$ cat config.mk
export PLATFORM = sky130hd
export DESIGN_NAME = scan_cal_sequencer
export DESIGN_NICKNAME = d
export VERILOG_FILES = /design/src/rtl/scan_pkg.sv /design/src/rtl/scan_ctrl.sv /design/src/rtl/scan_datapath.sv /design/src/rtl/scan_cal_sequencer.sv
export SDC_FILE = /design/constraint.sdc
export NUM_CORES = 1
export LEC_CHECK = 0
export BUFFER_PORTS_ARGS = -buffer_cell sky130_fd_sc_hd__buf_2
export CELL_PAD_IN_SITES_DETAIL_PLACEMENT = 0
export CELL_PAD_IN_SITES_GLOBAL_PLACEMENT = 2
export CORE_MARGIN = 2
export CORE_UTILIZATION = 30
export DETAILED_ROUTE_END_ITERATION = 10
export HOLD_SLACK_MARGIN = 0.03
export MAX_ROUTING_LAYER = met4
export PLACE_DENSITY_LB_ADDON = 0.1
export SETUP_SLACK_MARGIN = 0.3
export SLEW_MARGIN = 20
export SYNTH_ARGS = -nofsm -noshare
export SYNTH_HDL_FRONTEND = slang
export SYNTH_SLANG_ARGS = --single-unit
$ cat constraint.sdc
create_clock -name clk -period 3.65 [get_ports clk]
set_input_delay 0.1825 -clock clk [delete_from_list [all_inputs] [get_ports clk]]
set_output_delay 0.1825 -clock clk [all_outputs]
set_load 0.02 [all_outputs]
$ cat src/rtl/scan_pkg.sv
package scan_pkg;

  typedef enum logic [2:0] {
    ST_IDLE,
    ST_CAL_PRE,
    ST_CAL_HOLD,
    ST_CAL_POST,
    ST_RD_SETTLE,
    ST_RD_SUB
  } scan_state_e;

  // strobes from the sequencer to the counters and output decode
  typedef struct packed {
    logic cfgLoad;
    logic cycClr;
    logic colToZero;
    logic colToLo;
    logic colInc;
    logic subToLo;
    logic subInc;
    logic frmClr;
    logic frmInc;
    logic selOn;
    logic calOn;
    logic holdOn;
    logic subOn;
  } scan_cmd_t;

  // status from the counters back to the sequencer
  typedef struct packed {
    logic settleDone;
    logic subDone;
    logic holdDone;
    logic lastCalCol;
    logic lastRdCol;
    logic lastSub;
    logic calDue;
  } scan_flag_t;

  localparam logic [2:0] ADDR_SETTLE = 3'd0;
  localparam logic [2:0] ADDR_SUB    = 3'd1;
  localparam logic [2:0] ADDR_CAL    = 3'd2;
  localparam logic [2:0] ADDR_FPC    = 3'd3;
  localparam logic [2:0] ADDR_COLWIN = 3'd4;
  localparam logic [2:0] ADDR_SUBWIN = 3'd5;

endpackage

$ cat src/rtl/scan_ctrl.sv
module scan_ctrl
  import scan_pkg::*;
(
  input  logic       clk,
  input  logic       rst,
  input  logic       run,
  input  scan_flag_t flags,
  output scan_cmd_t  cmd
);

  scan_state_e state, stateNext;

  always_ff @(posedge clk) begin
    if (rst) state <= ST_IDLE;
    else     state <= stateNext;
  end

  always_comb begin
    cmd       = '0;
    stateNext = state;
    unique case (state)
      ST_IDLE: begin
        cmd.cycClr = 1'b1;
        if (run) begin
          cmd.cfgLoad   = 1'b1;
          cmd.colToZero = 1'b1;
          stateNext     = ST_CAL_PRE;
        end
      end
      ST_CAL_PRE: begin
        cmd.selOn  = 1'b1;
        cmd.cycClr = 1'b1;
        stateNext  = ST_CAL_HOLD;
      end
      ST_CAL_HOLD: begin
        cmd.selOn = 1'b1;
        cmd.calOn = 1'b1;
        if (flags.holdDone) begin
          cmd.cycClr = 1'b1;
          stateNext  = ST_CAL_POST;
        end
      end
      ST_CAL_POST: begin
        cmd.selOn  = 1'b1;
        cmd.cycClr = 1'b1;
        if (flags.lastCalCol) begin
          cmd.frmClr = 1'b1;
          if (run) begin
            cmd.cfgLoad = 1'b1;
            cmd.colToLo = 1'b1;
            stateNext   = ST_RD_SETTLE;
          end else begin
            stateNext = ST_IDLE;
          end
        end else begin
          cmd.colInc = 1'b1;
          stateNext  = ST_CAL_PRE;
        end
      end
      ST_RD_SETTLE: begin
        cmd.selOn  = 1'b1;
        cmd.holdOn = 1'b1;
        if (flags.settleDone) begin
          cmd.cycClr  = 1'b1;
          cmd.subToLo = 1'b1;
          stateNext   = ST_RD_SUB;
        end
      end
      ST_RD_SUB: begin
        cmd.selOn  = 1'b1;
        cmd.holdOn = 1'b1;
        cmd.subOn  = 1'b1;
        if (flags.subDone) begin
          cmd.cycClr = 1'b1;
          if (!flags.lastSub) begin
            cmd.subInc = 1'b1;
          end else if (!flags.lastRdCol) begin
            cmd.colInc = 1'b1;
            stateNext  = ST_RD_SETTLE;
          end else begin
            cmd.frmInc = 1'b1;
            if (!run) begin
              stateNext = ST_IDLE;
            end else if (flags.calDue) begin
              cmd.cfgLoad   = 1'b1;
              cmd.colToZero = 1'b1;
              stateNext     = ST_CAL_PRE;
            end else begin
              cmd.cfgLoad = 1'b1;
              cmd.colToLo = 1'b1;
              stateNext   = ST_RD_SETTLE;
            end
          end
        end
      end
      default: stateNext = ST_IDLE;
    endcase
  end

endmodule

$ cat src/rtl/scan_datapath.sv
module scan_datapath
  import scan_pkg::*;
#(
  parameter int NUM_COLS   = 128,
  parameter int MUX_WAYS   = 8,
  parameter int DATA_W     = 16,
  parameter int DEF_SETTLE = 64,
  parameter int DEF_SUB    = 8,
  parameter int DEF_CAL    = 32,
  parameter int DEF_FPC    = 100
) (
  input  logic                        clk,
  input  logic                        rst,
  input  logic                        wrEn,
  input  logic [2:0]                  wrAddr,
  input  logic [DATA_W-1:0]           wrData,
  input  scan_cmd_t                   cmd,
  output scan_flag_t                  flags,
  output logic [NUM_COLS-1:0]         colSel,
  output logic                        calSw,
  output logic                        cmCalSw,
  output logic                        holdSw,
  output logic [$clog2(MUX_WAYS)-1:0] muxSel,
  output logic                        sampleStb,
  output logic                        frameStart,
  output logic                        calActive
);

  localparam int COL_W = (NUM_COLS > 1) ? $clog2(NUM_COLS) : 1;
  localparam int SUB_W = $clog2(MUX_WAYS);
  localparam logic [COL_W-1:0]  COL_MAX = COL_W'(NUM_COLS - 1);
  localparam logic [SUB_W-1:0]  SUB_MAX = SUB_W'(MUX_WAYS - 1);
  localparam logic [DATA_W-1:0] ONE     = DATA_W'(1);

  function automatic logic [DATA_W-1:0] atLeastOne(input logic [DATA_W-1:0] v);
    return (v == '0) ? ONE : v;
  endfunction

  // shadow settings, written at any time
  logic [DATA_W-1:0]  shSettle, shSub, shCal, shFpc;
  logic [2*COL_W-1:0] shColWin;
  logic [2*SUB_W-1:0] shSubWin;

  // working settings, loaded at pass boundaries
  logic [DATA_W-1:0]  actSettle, actSub, actCal, actFpc;
  logic [COL_W-1:0]   actColLo, actColHi;
  logic [SUB_W-1:0]   actSubLo, actSubHi;

  // counters
  logic [DATA_W-1:0]  cycCnt;
  logic [DATA_W-1:0]  frmCnt;
  logic [COL_W-1:0]   col;
  logic [SUB_W-1:0]   sub;

  // sanitized windows from the shadow copy
  logic [COL_W-1:0]   newColLo, newColHi, rawColLo, rawColHi;
  logic [SUB_W-1:0]   newSubLo, newSubHi, rawSubLo, rawSubHi;
  logic               colWinOk, subWinOk;

  always_comb begin
    rawColLo = shColWin[COL_W-1:0];
    rawColHi = shColWin[2*COL_W-1:COL_W];
    colWinOk = (rawColLo <= rawColHi) && (int'(rawColHi) < NUM_COLS);
    newColLo = colWinOk ? rawColLo : '0;
    newColHi = colWinOk ? rawColHi : COL_MAX;
    rawSubLo = shSubWin[SUB_W-1:0];
    rawSubHi = shSubWin[2*SUB_W-1:SUB_W];
    subWinOk = (rawSubLo <= rawSubHi) && (int'(rawSubHi) < MUX_WAYS);
    newSubLo = subWinOk ? rawSubLo : '0;
    newSubHi = subWinOk ? rawSubHi : SUB_MAX;
  end

  always_ff @(posedge clk) begin
    if (rst) begin
      shSettle <= DATA_W'(DEF_SETTLE);
      shSub    <= DATA_W'(DEF_SUB);
      shCal    <= DATA_W'(DEF_CAL);
      shFpc    <= DATA_W'(DEF_FPC);
      shColWin <= {COL_MAX, COL_W'(0)};
      shSubWin <= {SUB_MAX, SUB_W'(0)};
    end else if (wrEn) begin
      case (wrAddr)
        ADDR_SETTLE: shSettle <= wrData;
        ADDR_SUB:    shSub    <= wrData;
        ADDR_CAL:    shCal    <= wrData;
        ADDR_FPC:    shFpc    <= wrData;
        ADDR_COLWIN: shColWin <= wrData[2*COL_W-1:0];
        ADDR_SUBWIN: shSubWin <= wrData[2*SUB_W-1:0];
        default: ;
      endcase
    end
  end

  always_ff @(posedge clk) begin
    if (rst) begin
      actSettle <= atLeastOne(DATA_W'(DEF_SETTLE));
      actSub    <= atLeastOne(DATA_W'(DEF_SUB));
      actCal    <= atLeastOne(DATA_W'(DEF_CAL));
      actFpc    <= atLeastOne(DATA_W'(DEF_FPC));
      actColLo  <= '0;
      actColHi  <= COL_MAX;
      actSubLo  <= '0;
      actSubHi  <= SUB_MAX;
    end else if (cmd.cfgLoad) begin
      actSettle <= atLeastOne(shSettle);
      actSub    <= atLeastOne(shSub);
      actCal    <= atLeastOne(shCal);
      actFpc    <= atLeastOne(shFpc);
      actColLo  <= newColLo;
      actColHi  <= newColHi;
      actSubLo  <= newSubLo;
      actSubHi  <= newSubHi;
    end
  end

  always_ff @(posedge clk) begin
    if (rst) begin
      cycCnt <= '0;
      frmCnt <= '0;
      col    <= '0;
      sub    <= '0;
    end else begin
      cycCnt <= cmd.cycClr ? '0 : cycCnt + ONE;

      if (cmd.frmClr)      frmCnt <= '0;
      else if (cmd.frmInc) frmCnt <= frmCnt + ONE;

      if (cmd.colToZero)    col <= '0;
      else if (cmd.colToLo) col <= cmd.cfgLoad ? newColLo : actColLo;
      else if (cmd.colInc)  col <= col + COL_W'(1);

      if (cmd.subToLo)     sub <= actSubLo;
      else if (cmd.subInc) sub <= sub + SUB_W'(1);
    end
  end

  always_comb begin
    flags.settleDone = (cycCnt == actSettle - ONE);
    flags.subDone    = (cycCnt == actSub - ONE);
    flags.holdDone   = (cycCnt == actCal - ONE);
    flags.lastCalCol = (col == COL_MAX);
    flags.lastRdCol  = (col == actColHi);
    flags.lastSub    = (sub == actSubHi);
    flags.calDue     = ({1'b0, frmCnt} + {{DATA_W{1'b0}}, 1'b1}) >= {1'b0, actFpc};
  end

  // one select line per column
  for (genvar i = 0; i < NUM_COLS; i++) begin : g_colSel
    assign colSel[i] = cmd.selOn && (col == COL_W'(i));
  end

  assign calSw      = cmd.calOn;
  assign cmCalSw    = cmd.calOn;
  assign holdSw     = cmd.holdOn;
  assign calActive  = cmd.selOn && !cmd.holdOn;
  assign muxSel     = cmd.subOn ? sub : '0;
  assign sampleStb  = cmd.subOn && flags.subDone;
  assign frameStart = cmd.holdOn && !cmd.subOn && (cycCnt == '0) && (col == actColLo);

endmodule

$ cat src/rtl/scan_cal_sequencer.sv
module scan_cal_sequencer
  import scan_pkg::*;
#(
  parameter int NUM_COLS   = 128,
  parameter int MUX_WAYS   = 8,
  parameter int DATA_W     = 16,
  parameter int DEF_SETTLE = 64,
  parameter int DEF_SUB    = 8,
  parameter int DEF_CAL    = 32,
  parameter int DEF_FPC    = 100
) (
  input  logic                        clk,
  input  logic                        rst,
  input  logic                        run,
  input  logic                        wrEn,
  input  logic [2:0]                  wrAddr,
  input  logic [DATA_W-1:0]           wrData,
  output logic [NUM_COLS-1:0]         colSel,
  output logic                        calSw,
  output logic                        cmCalSw,
  output logic                        holdSw,
  output logic [$clog2(MUX_WAYS)-1:0] muxSel,
  output logic                        sampleStb,
  output logic                        frameStart,
  output logic                        calActive
);

  scan_cmd_t  cmd;
  scan_flag_t flags;

  scan_ctrl u_ctrl (
    .clk   (clk),
    .rst   (rst),
    .run   (run),
    .flags (flags),
    .cmd   (cmd)
  );

  scan_datapath #(
    .NUM_COLS   (NUM_COLS),
    .MUX_WAYS   (MUX_WAYS),
    .DATA_W     (DATA_W),
    .DEF_SETTLE (DEF_SETTLE),
    .DEF_SUB    (DEF_SUB),
    .DEF_CAL    (DEF_CAL),
    .DEF_FPC    (DEF_FPC)
  ) u_dp (
    .clk        (clk),
    .rst        (rst),
    .wrEn       (wrEn),
    .wrAddr     (wrAddr),
    .wrData     (wrData),
    .cmd        (cmd),
    .flags      (flags),
    .colSel     (colSel),
    .calSw      (calSw),
    .cmCalSw    (cmCalSw),
    .holdSw     (holdSw),
    .muxSel     (muxSel),
    .sampleStb  (sampleStb),
    .frameStart (frameStart),
    .calActive  (calActive)
  );

endmodule

; ---- Yosys cells after proc, flatten, opt, wreduce, memory -nomap -nowiden
; Cells that the tools add are included.
[totals]
output_inout_bits = 137
reg_bits = 213
input_bits = 23
[op_classes]
n_lt_le_gt_ge = 3
eq_ne = 148
reduce_logical = 158
n_mux = 57
n_addsub = 8
[op_table]
columns = op, count
row1 = "equality test 7 bit, second input constant", 64
row2 = "equality test 7 x 6 -> 1 bit, second input constant", 32
row3 = logical AND 1 bit, 133
row4 = "equality test 7 x 5 -> 1 bit, second input constant", 16
row5 = logical NOT 16 bit, 5
row6 = two-way mux 16 bit, 4
row7 = "equality test 7 x 4 -> 1 bit, second input constant", 8
row8 = equality test 16 bit, 3
row9 = two-way mux 3 bit, 16
row10 = "subtractor 16 x 1 -> 16 bit, second input constant", 3
row11 = two-way mux 7 bit, 5
row12 = "adder 16 x 1 -> 16 bit, second input constant", 2
row13 = "equality test 7 x 3 -> 1 bit, second input constant", 4
row14 = two-way mux 1 bit, 24
row15 = one-hot mux 3 bit (6 select lines), 1
row16 = "adder 16 x 1 -> 17 bit, second input constant", 1
row17 = >= comparator 17 x 16 -> 1 bit, 1
row18 = "equality test 7 x 2 -> 1 bit, second input constant", 2
row19 = equality test 7 bit, 2
row20 = "equality test 3 x 2 -> 1 bit, second input constant", 4
row21 = "equality test 3 bit, second input constant", 4
row22 = AND reduction 2 bit, 6
row23 = OR reduction 2 bit, 4
row24 = "adder 7 x 1 -> 7 bit, second input constant", 1
row25 = 21 further kinds, 29

; ---- Logic depth before layout (Yosys ltp)
; Gate-level depths: netlist of run 1.
[logic_depth]
depth_word = 10
depth_mapped = 17
depth_no_buf = 16

; ---- Modules after synthesis
; A second synthesis of run 1 with hierarchy kept.
[unflattened]
cells_unflattened = 1508
area_unflattened_um2 = 11713.7
[modules_own_cells]
columns = mod, cells_each, area_each_um2, seq_area_each_um2, instances
row1 = scan_datapath, 1459, 11348.4, 4204.0, 1
row2 = scan_ctrl, 49, 365.4, 60.1, 1

; ---- Least setup slack after synthesis of run 1
; Ideal clock, no wire load.
[synth_timing]
kind = register to register
from = reg u_dp.frmCnt[0]
to = reg u_dp.col[0]
period_less_slack_ps = 3658
setup_time_ps = 75
stages_incl_launch_ff = 18
t_arrival_ps = 3584
setup_slack_ps = -8
path_buffers = 1
cell_sequence = dfxtp_1 ha_1 nand3_1 or2_2 or2_1 clkbuf_1 nor2_1 nand3_1 xnor2_1 ha_1 a21oi_1 o21ai_0 a2111oi_0 a21oi_1 o211ai_1 nand3_1 a211o_1 o22ai_1
[synth_between]
elab_chain_cells = 9
elab_cells_between_ends = 13
[synth_rtl]
columns = item, line_no
row1 = start: declaration, scan_datapath.sv:51  ; logic [DATA_W-1:0] frmCnt;
row2 = start signal: assignment, scan_datapath.sv:126  ; else if (cmd.frmInc) frmCnt <= frmCnt + ONE;
row3 = adder 16 x 1 -> 17 bit (*), scan_datapath.sv:144  ; flags.calDue = ({1'b0, frmCnt} + {{DATA_W{1'b0}}, 1'b1}) >= {1'b0, actFpc};
row4 = >= comparator 17 x 16 -> 1 bit (*), scan_datapath.sv:144
row5 = two-way mux 1 bit, scan_ctrl.sv:84  ; end else if (flags.calDue) begin
row6 = two-way mux 2 bit (*), scan_ctrl.sv:82  ; if (!run) begin
row7 = two-way mux 2 bit (*), scan_ctrl.sv:77  ; end else if (!flags.lastRdCol) begin
row8 = two-way mux 3 bit (*), scan_ctrl.sv:75  ; if (!flags.lastSub) begin
row9 = two-way mux 5 bit (*), scan_ctrl.sv:73  ; if (flags.subDone) begin
row10 = one-hot mux 2 bit (2 select lines) / one-hot mux 1 bit (2 select lines) (equally long branches), scan_ctrl.sv:21  ; unique case (state)
row11 = two-way mux 7 bit (tied with other cells), scan_datapath.sv:129  ; else if (cmd.colToLo) col <= cmd.cfgLoad ? newColLo : actColLo;
row12 = end signal: assignment, scan_datapath.sv:129
row13 = end signal: assignment, scan_datapath.sv:130  ; else if (cmd.colInc) col <= col + COL_W'(1);
row14 = end: declaration, scan_datapath.sv:52  ; logic [COL_W-1:0] col;
; Mark *: on every way between the ends. The rest lies on a longest branch, timed or not.
; A chain may end at the register's enable or synchronous reset.

; ---- Worst setup path in the final report of run 1
[layout_timing]
from = reg u_dp.frmCnt[0]
to = reg u_dp.col[1]
; Same word-level chain as after synthesis.

==> results of run 1 <==
-- stage by stage --
stage               setup WS (ns)  cell area (µm²)  hold WS [ns]  total power, mW  util (%)
finish                      0.118            14600         0.100             6.02      37.7
global route               -0.102            14600        0.0960             6.31      37.7
CTS                         0.154            14500        0.0696             6.08      37.3
detailed placement         0.0726            13400         0.445             3.43      34.4
global placement           0.0470            13400         0.445             3.44      34.4
floorplan                   0.300            11900         0.300             3.10         -
-- worst paths after layout --
path	startpoint	end	slack [ns]	cells past startpoint
setup / recovery	u_dp.frmCnt[0]	u_dp.col[1]	0.12	16
hold / removal	run	u_ctrl.state[2]	0.10	3
setup reg to reg	u_dp.frmCnt[0]	u_dp.col[1]	0.12	16
hold reg to reg	u_dp.actSubLo[2]	u_dp.sub[2]	0.45	2
-- state kept, by name, indices dropped and copies added (netlist names), 7 cells and up --
register,cells
u_dp.actCal,16
u_dp.actColHi,7
u_dp.actColLo,7
u_dp.actFpc,16
u_dp.actSettle,16
u_dp.actSub,16
u_dp.col,7
u_dp.cycCnt,16
u_dp.frmCnt,16
u_dp.shCal,16
u_dp.shColWin,14
u_dp.shFpc,16
u_dp.shSettle,16
u_dp.shSub,16
-- cell type report --
class | instances | area (µm²) | area share (%)
multi-input combinational | 1238 | 7220 | 49.4
sequential | 213 | 4270 | 29.2
clock inverter | 5 | 52.6 | 0.359
tap | 518 | 648 | 4.43
timing repair buffer | 233 | 1440 | 9.87
clock buffer | 43 | 796 | 5.44
inverter | 51 | 191 | 1.31
-- where the power goes --
group	internal (mW)	switching (mW)	leakage (nW)	total, mW
registers	2.39	0.0785	1.73	2.46
clock network	1.55	1.03	0.414	2.58
logic	0.360	0.623	3.55	0.983
total	4.29	1.73	5.69	6.02
-- what timing repair did --
action | 4_1_cts | 5_1_grt
gates resized for setup | 17 | 26
setup endpoints to repair | 27 | 66
pin swaps | 12 | 14
hold buffers | 16 | 0
hold endpoints to repair | 72 | 0
buffers inserted | 5 | 3
-- synthesized netlist by cell type (7+ instances only) --
cell type  number
dfxtp_1       213
a211oi_1        7
o22ai_1        10
nand4_1        22
nand3_1        43
a211o_1        12
o21ai_0         7
inv_1          50
nor2b_1        22
nor4_1         33
or3_1           7
clkbuf_1      100
or4_1          15
and3_1          8
nor2_1        235
nand2b_1        9
nor3_1         37
nand3b_1       20
xor2_1         38
o21bai_1       11
mux2i_1        16
ha_1           37
nand2_1       319
a31oi_1         7
a21oi_1       144
xnor2_1        85
-- worst max-delay path, cell delays in order, from the launching register on --
cell and delay (ns):
dfxtp_4 0.37, ha_4 0.14, nand3_2 0.08, or2_4 0.23, or2_4 0.24, nor2_4 0.11
nand3_2 0.09, xnor2_1 0.14, ha_1 0.33, a21oi_2 0.19, o21ai_2 0.08, a2111oi_2 0.34
a21oi_1 0.15, o211ai_1 0.28, nand3_1 0.15, a211o_4 0.41, o22ai_2 0.15
-- kinds of logic after synthesis --
kind of cell	synth area share, %
and+or+nand+nor	31.1
AOI/OAI and AO/OA	13.2
DFF	35.9
buffers and inverters	5.27
xor gates and xnor gates	9.08
adders and majority gates	3.90
muxes	1.54
-- routing by layer --
| metal | wire length (µm) | GRT usage, % | vias to the layer above | part of all wire (%) |
|---|---|---|---|---|
| met3 | 1430 | 2.38 | 35 | 3.3 |
| met5 | 0 | - | - | 0 |
| met1 | 22100 | 30.5 | 5412 | 51 |
| met2 | 19300 | 33.0 | 187 | 44 |
| li1 | - | - | 5779 | - |
| met4 | 694 | 4.41 | 0 | 1.6 |
-- cells in the final DEF (no fill, tap or decap), drive strengths merged, types with 8 or more instances in the layout --
cell	n
clkbuf	43
or4	15
nand4	22
nor3	37
dlygate4sd3	16
nor2	235
a21oi	144
buf	217
o21ai	11
nand2b	9
inv	51
mux2i	16
xor2	38
dfxtp	213
nand3	43
xnor2	85
ha	37
a211o	12
a211oi	8
o21bai	11
nor2b	22
nand3b	20
nor4	34
o22ai	10
and3	8
nand2	319
==> summary.md, run 1 <==
| Metric | Value |
|---|---|
| Routed wire length | `~43000 µm` |
| Routed wire length per instance | `around 19 µm` |
| Clk_lat worst skew | `approximately 0.55 ns` |
| Leading area contributor after synthesis | `dfxtp_1` |
| Sequential element share of the synthesized area | `a little over a third` |
| DR iter-0 viols | `738` |
| Diodes inserted | `0` |
| Worst-path clk slew | `0.06 ns` |
| Clock Skew | `between 0.015 and 0.02 ns` |
| Slew Limit Fails | `0` |
| Final setup fails | `0` |
| Cell area after synthesis | `~0.012 mm²` |
| Synth Flop Type | `dfxtp_1` |
| Core area | `around 0.039 mm²` |
| Crit Path Class | `register to register` |
| Hold WC Path Type | `input pin to register` |
| MaxCap Viol Count | `0` |
| Chip width | `about 200 µm` |
| PD cells | `412 mW/mm²` |
| Vias in the first global route | `between 10000 and 15000` |
| Drt pass-1 iters | `5` |
| CTS tree | `done` |
| Status | `finished, final reports clean` |
| CTS Sinks | `approximately 210` |
| H-Tree Depth | `1` |
| Share of layout cells above drive strength 1 | `about 18%` |
| Arr. time, crit path | `roughly 4.0 ns` |
| Buffers on Ports | `~160` |
| Initial antenna violation count | `0` |
| Syn nets | `1674` |
| Largest net degree at the start of global routing | `70` |
| Die Area | `around 0.041 mm²` |
| Via count | `~11000` |
| Cells after Synth | `about 1600` |
| Achievable Freq | `approximately 0.28 GHz` |
| GR Util All Layers | `21.5%` |
| TNS Setup | `0 ns` |
| Fillers | `slightly above 4000` |
| Final worst path period share | `~97%` |
| Yosys reg bits | `213` |
| Congestion Overflow GR | `0` |
| Antenna Violating Nets Remaining | `0` |
| EDFF count, synth | `0` |
| FP Rows | `between 70 and 80` |
| Peak supply drop | `between 200 and 300 µV` |
| Setup crit end kind | `register` |
| Ys Warns | `0` |
| DRC Markers | `0` |
| RD Place Congestion | `roughly 0.86` |
| DPL Wire Length | `between 30000 and 40000 µm` |
| First-pass GRT wire length | `67200 µm` |
| Placed Instances | `approximately 2200` |
| # nets final | `1823` |
| Synth-to-layout area growth | `23.2%` |
| CP startpoint kind | `register` |
| Initial Util | `between 30 and 40%` |
| TritonCTS Buffers | `26` |
| Clk buf depth | `3` |
| Fin cells | `2301` |
| Top cell type's share of synthesized area | `35.9%` |
| RSZ-0062 raised after global routing | `true` |
| Mean Syn Cell Area | `about 7.4 µm²` |
| Synth cell types | `78` |
| Ports | `160` |
| Relative slew slack | `49.0%` |
| Root Buffer Master | `clkbuf_16` |
| WP data required | `around 4.1 ns` |
| Max FO, Critical Path | `7` |
| Vias/cell | `just under 5` |
| Die Ht | `a little over 200 µm` |
| Async SR Flop Fraction | `0%` |
| Final Hold Viols | `0` |
| Leakage | `5.69 nW` |
| Worst Tran Pin Value | `approximately 0.77 ns` |
| Min Tclk post-route | `roughly 3.5 ns` |
| Area contributors post-synth | `dfxtp_1 (36%), nand2_1 (10%), nor2_1 (7.4%)` |
Power figures use the tool's default switching activity.
==> run 2: changes to the inputs <==
==> constraint.sdc (replaced) <==
create_clock -name clk -period 3.65 [get_ports clk]
set_input_delay 0.365 -clock clk [delete_from_list [all_inputs] [get_ports clk]]
set_output_delay 0.365 -clock clk [all_outputs]
set_load 0.02 [all_outputs]
==> run 2 against run 1 <==
Sequential power about the same; combinational power hardly changed; first-iteration DRC count rose by 4.3%; non-clock buffer count decreased by 7; wire length down 0.28%; global-route usage is essentially flat; power up 0.45%; critical path type unchanged; largest cell class unchanged; largest power group unchanged.
==> summary.md, run 2 (synthesis gave the netlist of run 1 again) <==
| Metric | Value |
|---|---|
| DPL Wire Length | `between 30000 and 40000 µm` |
| First-pass GRT wire length | `~67000 µm` |
| Setup crit end kind | `register` |
| Min Tclk post-route | `roughly 3.4 ns` |
| M2 GR Usage | `between 30% and 40%` |
| TNS Setup | `0 ns` |
| GRT busiest layer | `met2` |
| Crit Path Class | `register to register` |
| Final worst path period share | `a little over nine tenths` |
| Slew Limit Fails | `0` |
| RD Place Congestion | `0.837` |
| Setup slack after layout | `about 0.23 ns` |
| Diodes inserted | `0` |
| Clk_lat worst skew | `about 0.54 ns` |
| Initial antenna violation count | `0` |
| Clock Skew | `around 0.0084 ns` |
| Clk buf depth | `3` |
| Fin cells | `approximately 2300` |
| DRC Markers | `0` |
| Worst-path clk slew | `roughly 0.06 ns` |
| Die Ht | `slightly above 200 µm` |
| Synth-to-layout area growth | `23.1%` |
| RSZ-0062 raised after global routing | `true` |
| Commonest non-fill, non-tap cells in the layout | `nand2_1 (319), nor2_1 (230), dfxtp_1 (206)` |
| WP data required | `~4 ns` |
| Grt met1 use | `between 30 and 40%` |
| Final setup fails | `0` |
| # nets final | `around 1800` |
| CP startpoint kind | `register` |
| DR iter-0 viols | `770` |
| Routed wire length per instance | `around 19 µm` |
| Routed wire length | `around 43000 µm` |
| Arr. time, crit path | `just under 4 ns` |
| Met3 usage | `around 2.2%` |
| Root Buffer Master | `clkbuf_16` |
| Worst Tran Pin Value | `between 1 and 1.5 ns` |
| Via count | `11400` |
| Relative slew slack | `between 20 and 30%` |
| Worst hold margin | `between 0.1 and 0.15 ns` |
| Post-placement setup slack | `0.0546 ns` |
| CP peak stage delay | `a little under 0.4 ns` |
| Placed Instances | `2230` |
| TritonCTS Buffers | `26` |
| CTS tree | `done` |
| Vias/cell | `4.98` |
| Buffers on Ports | `around 160` |
| Drt pass-1 iters | `5` |
| Worst path depth | `16` |
| Congestion Overflow GR | `0` |
| Max FO, Critical Path | `7` |
| MaxCap Viol Count | `0` |
| CP bufs+invs | `0` |
| Antenna Violating Nets Remaining | `0` |
| CP max-delay cell | `a211o_4` |
| CTS Sinks | `between 200 and 250` |
| FP Rows | `roughly 70` |
| WHS Path Cells | `3` |
| Initial Util | `30.6%` |
| Status | `finished, final reports clean` |
| Worst reg2reg path depth | `16` |
| Family with the most delay on the worst path | `compound AO/OA/AOI/OAI gates` |
| Ports | `between 150 and 200` |
| Share of layout cells above drive strength 1 | `a little under a fifth` |
| Chip width | `between 200 and 250 µm` |
| Critical Path, Cell by Cell | `ha_4, nand3_2, or2_4, or2_4, nor2_4, nand3_2, xnor2_2, ha_4, a21oi_4, o21ai_2, a2111oi_2, a21oi_2, o211ai_1, nand3_1, a211o_4, o22ai_2` |
| Largest net degree at the start of global routing | `82` |
| H-Tree Depth | `1` |
| Overall power | `6.05 mW` |
| GR Util All Layers | `21.5%` |
| PD cells | `around 410 mW/mm²` |
| Die Area | `0.0412 mm²` |
| Vias in the first global route | `about 11000` |
| Hold WC Path Type | `input pin to register` |
| Core area | `roughly 0.039 mm²` |
| Achievable Freq | `roughly 0.3 GHz` |
| Leakage | `approximately 5.7 nW` |
| Peak supply drop | `around 310 µV` |
| Commonest non-fill, non-tap cell in the layout | `nand2_1` |
| Final Hold Viols | `0` |
[run 2: repair_timing]
item	CTS	global route
endpoints found under the setup margin	22	55
setup buffers	10	6
pin swaps	10	19
hold buffers	0	0
resized for setup	13	46
[run 2: cell type report]
cell class | count | area, µm²
timing repair buffer | 226 | 1330
tap | 518 | 648
sequential | 213 | 4280
clock inverter | 10 | 109
inverter | 51 | 191
multi-input combinational | 1238 | 7310
clock buffer | 36 | 749
fill | 4111 | 24200
[run 2: worst min-delay path, delay by kind of cell]
| kind | cells | cell delay (ns) |
|---|---|---|
| AOI/OAI and AO/OA | 1 | 0.05 |
| buffers and inverters | 1 | 0.14 |
| and+or+nand+nor | 1 | 0.06 |
[run 2: path summary, 6_finish.rpt]
kind	startpoint	endpoint	slack, ns
setup / recovery	u_dp.frmCnt[0]	u_dp.col[5]	0.23
hold / removal	wrData[15]	u_dp.shFpc[15]	0.12
setup reg to reg	u_dp.frmCnt[0]	u_dp.col[5]	0.23
hold reg to reg	u_dp.actFpc[11]	u_dp.actFpc[11]	0.45
[run 2: stage by stage]
stage | utilization, % | cell area [µm²]
finish | 37.6 | 14600
global route | 37.6 | 14600
CTS | 36.9 | 14300
detailed placement | 34.4 | 13300
global placement | 34.4 | 13300
floorplan | - | 11900
[run 2: power breakdown]
part / internal, mW / switching (mW) / leakage [nW]
clock network: 1.57 / 1.04 / 0.420
logic: 0.356 / 0.624 / 3.54
registers: 2.39 / 0.0732 / 1.73
total: 4.31 / 1.74 / 5.69
[run 2: metal layers]
layer | vias to the layer above | share of wire [%]
li1 | 5762 | -
met1 | 5373 | 51
met2 | 232 | 44
met3 | 45 | 4.0
met4 | 0 | 1.7
met5 | - | 0
==> run 3: changes to the inputs <==
SETUP_SLACK_MARGIN = 0.2   (was 0.3)
==> run 3 against run 2 <==
Core utilization about the same; wire length decreased by 0.55%; final area increased by 0.13%; critical endpoint is now u_dp.sub[0]; largest power group unchanged.
==> summary.md, run 3 (synthesis gave the netlist of run 1 again) <==
| Metric | Value |
|---|---|
| Crit Path Class | `register to register` |
| Critical Path, Cell by Cell | `inv_4, ha_4, or4b_4, or4_4, o32ai_4, o22ai_2, or4_1, or4b_4, nor2_2, a211oi_2` |
| RD Place Congestion | `roughly 0.85` |
| MaxCap Viol Count | `0` |
| Final core utilization | `between 30% and 40%` |
| Fillers | `between 4000 and 5000` |
| Min Tclk post-route | `approximately 3.4 ns` |
| Arr. time, crit path | `between 3 and 4 ns` |
| DRC Markers | `0` |
| Combinational power share | `about 16%` |
| Post-placement setup slack | `about 0.039 ns` |
| Clk_lat worst skew | `about 0.54 ns` |
| Commonest non-fill, non-tap cells in the layout | `nand2_1 (319), nor2_1 (230), dfxtp_1 (207)` |
| TritonCTS Buffers | `26` |
| Slew Limit Fails | `0` |
| Commonest non-fill, non-tap cell in the layout | `nand2_1` |
| CTS Sinks | `between 200 and 250` |
| Via count | `about 11000` |
| Setup slack after layout | `between 0.2 and 0.3 ns` |
| Relative slew slack | `between 40% and 50%` |
| Die Ht | `slightly above 200 µm` |
| Congestion Overflow GR | `0` |
| Root Buffer Master | `clkbuf_16` |
| CTS Hold Buffers Added | `0` |
| Worst-path clk slew | `~0.060 ns` |
| Status | `finished, final reports clean` |
| Routed wire length per instance | `18.7 µm` |
| Clock network power share | `a little over two fifths` |
| Routed wire length | `43100 µm` |
| Diodes inserted | `0` |
| CP peak stage delay | `between 0.5 and 0.6 ns` |
| Final setup fails | `0` |
| Antenna Violating Nets Remaining | `0` |
| Synth-to-layout area growth | `23.2%` |
| RSZ-0062 raised after global routing | `true` |
| PD cells | `roughly 410 mW/mm²` |
| DPL Wire Length | `between 30000 and 40000 µm` |
| First-pass GRT wire length | `66000 µm` |
| Switching Share | `28.6%` |
| Setup crit end kind | `register` |
| CP dominant cell by count | `or4b_4` |
| Worst Tran Pin Value | `0.863 ns` |
| Drt pass-1 iters | `5` |
| # nets final | `roughly 1800` |
| Largest net degree at the start of global routing | `between 100 and 150` |
| Leakage | `5.72 nW` |
| Core area | `slightly below 0.04 mm²` |
| FP Rows | `72` |
| DR iter-0 viols | `roughly 740` |
| Buffers on Ports | `around 160` |
| Ports | `160` |
| Initial Util | `a little under a third` |
| Max FO, Critical Path | `6` |
| CTS tree | `done` |
| Clock Skew | `0.0132 ns` |
| Hold WC Path Type | `input pin to register` |
| TNS Setup | `0 ns` |
| WP data required | `about 4 ns` |
| Chip width | `203 µm` |
| Vias/cell | `4.98` |
| GR Util All Layers | `between 20% and 30%` |
| Clk buf depth | `3` |
| CP startpoint kind | `register` |
| H-Tree Depth | `1` |
| Achievable Freq | `0.297 GHz` |
| Die Area | `slightly above 0.04 mm²` |
| CP max-delay cell | `or4_4` |
| Share of layout cells above drive strength 1 | `19.0%` |
| Vias in the first global route | `about 11000` |
| Peak supply drop | `approximately 260 µV` |
| Flop pwr share | `40.9%` |
| Cell internal pwr | `approximately 4.3 mW` |
| Final Hold Viols | `0` |
| Reported net switching power | `1.73 mW` |
| Final worst path period share | `between 90% and 100%` |
| Initial antenna violation count | `0` |
## run 3: path summary, 6_finish.rpt
check / slack (ns) / to / start / cells after the start
worst max-delay path: 0.28 / u_dp.sub[0] / u_dp.actSettle[1] / 10
worst min-delay path: 0.11 / u_dp.shSub[15] / wrData[15] / 3
worst max register to register: 0.28 / u_dp.sub[0] / u_dp.actSettle[1] / 10
worst min register to register: 0.45 / u_dp.actSubLo[2] / u_dp.actSubLo[2] / 2
## run 3: power by group through the flow
| stage | combinational, mW | clock [mW] | sequential (mW) |
|---|---|---|---|
| after floorplan | 0.632 | 0 | 2.47 |
| after global placement | 0.924 | 0 | 2.52 |
| after detailed placement | 0.924 | 0 | 2.52 |
| after CTS | 0.933 | 2.66 | 2.47 |
| after global routing | 1.08 | 2.74 | 2.48 |
| final | 0.977 | 2.59 | 2.47 |
## run 3: final cells by class
class | instances | area (µm²) | share of cell area (%)
Multi-Input combinational cell | 1238 | 7250 | 49.6
Clock buffer | 38 | 747 | 5.11
Sequential cell | 213 | 4280 | 29.2
Clock inverter | 10 | 108 | 0.736
Tap cell | 518 | 648 | 4.43
Timing Repair Buffer | 234 | 1400 | 9.56
Inverter | 51 | 196 | 1.34
## run 3: worst max-delay path, delay by kind of cell, from the launching register on
kind                       cells  cell delay, ns
AOI/OAI and AO/OA              3            0.45
DFF                            1            0.36
adders and majority gates      1            0.14
buffers and inverters          1            0.06
and+or+nand+nor                5            2.20
## run 3: routing by layer
metal	global-route usage, %	wire (µm)	vias up	share of wire, %
li1	-	-	5781	-
met5	-	0	-	0
met4	4.30	679	0	1.6
met3	1.94	1650	37	3.8
met1	29.7	21600	5430	50
met2	33.0	19200	221	44
## run 3: timing repair
item | in CTS | in global routing
pin swaps | 16 | 24
endpoints found under the setup margin | 23 | 86
resized for setup | 9 | 46
hold endpoints to repair | 0 | 0
setup buffers | 2 | 12
## run 3: stage by stage
| stage | std cells | area, µm² | hold WS (ns) | total power, mW |
|---|---|---|---|---|
| 5_1_grt | 2302 | 14600 | 0.102 | 6.29 |
| 4_1_cts | 2290 | 14300 | 0.0873 | 6.06 |
| 3_3_place_gp | 2240 | 13400 | 0.446 | 3.44 |
| 3_5_place_dp | 2240 | 13400 | 0.448 | 3.44 |
| 2_1_floorplan | 1614 | 11900 | 0.432 | 3.10 |
| 6_report | 2302 | 14600 | 0.111 | 6.04 |
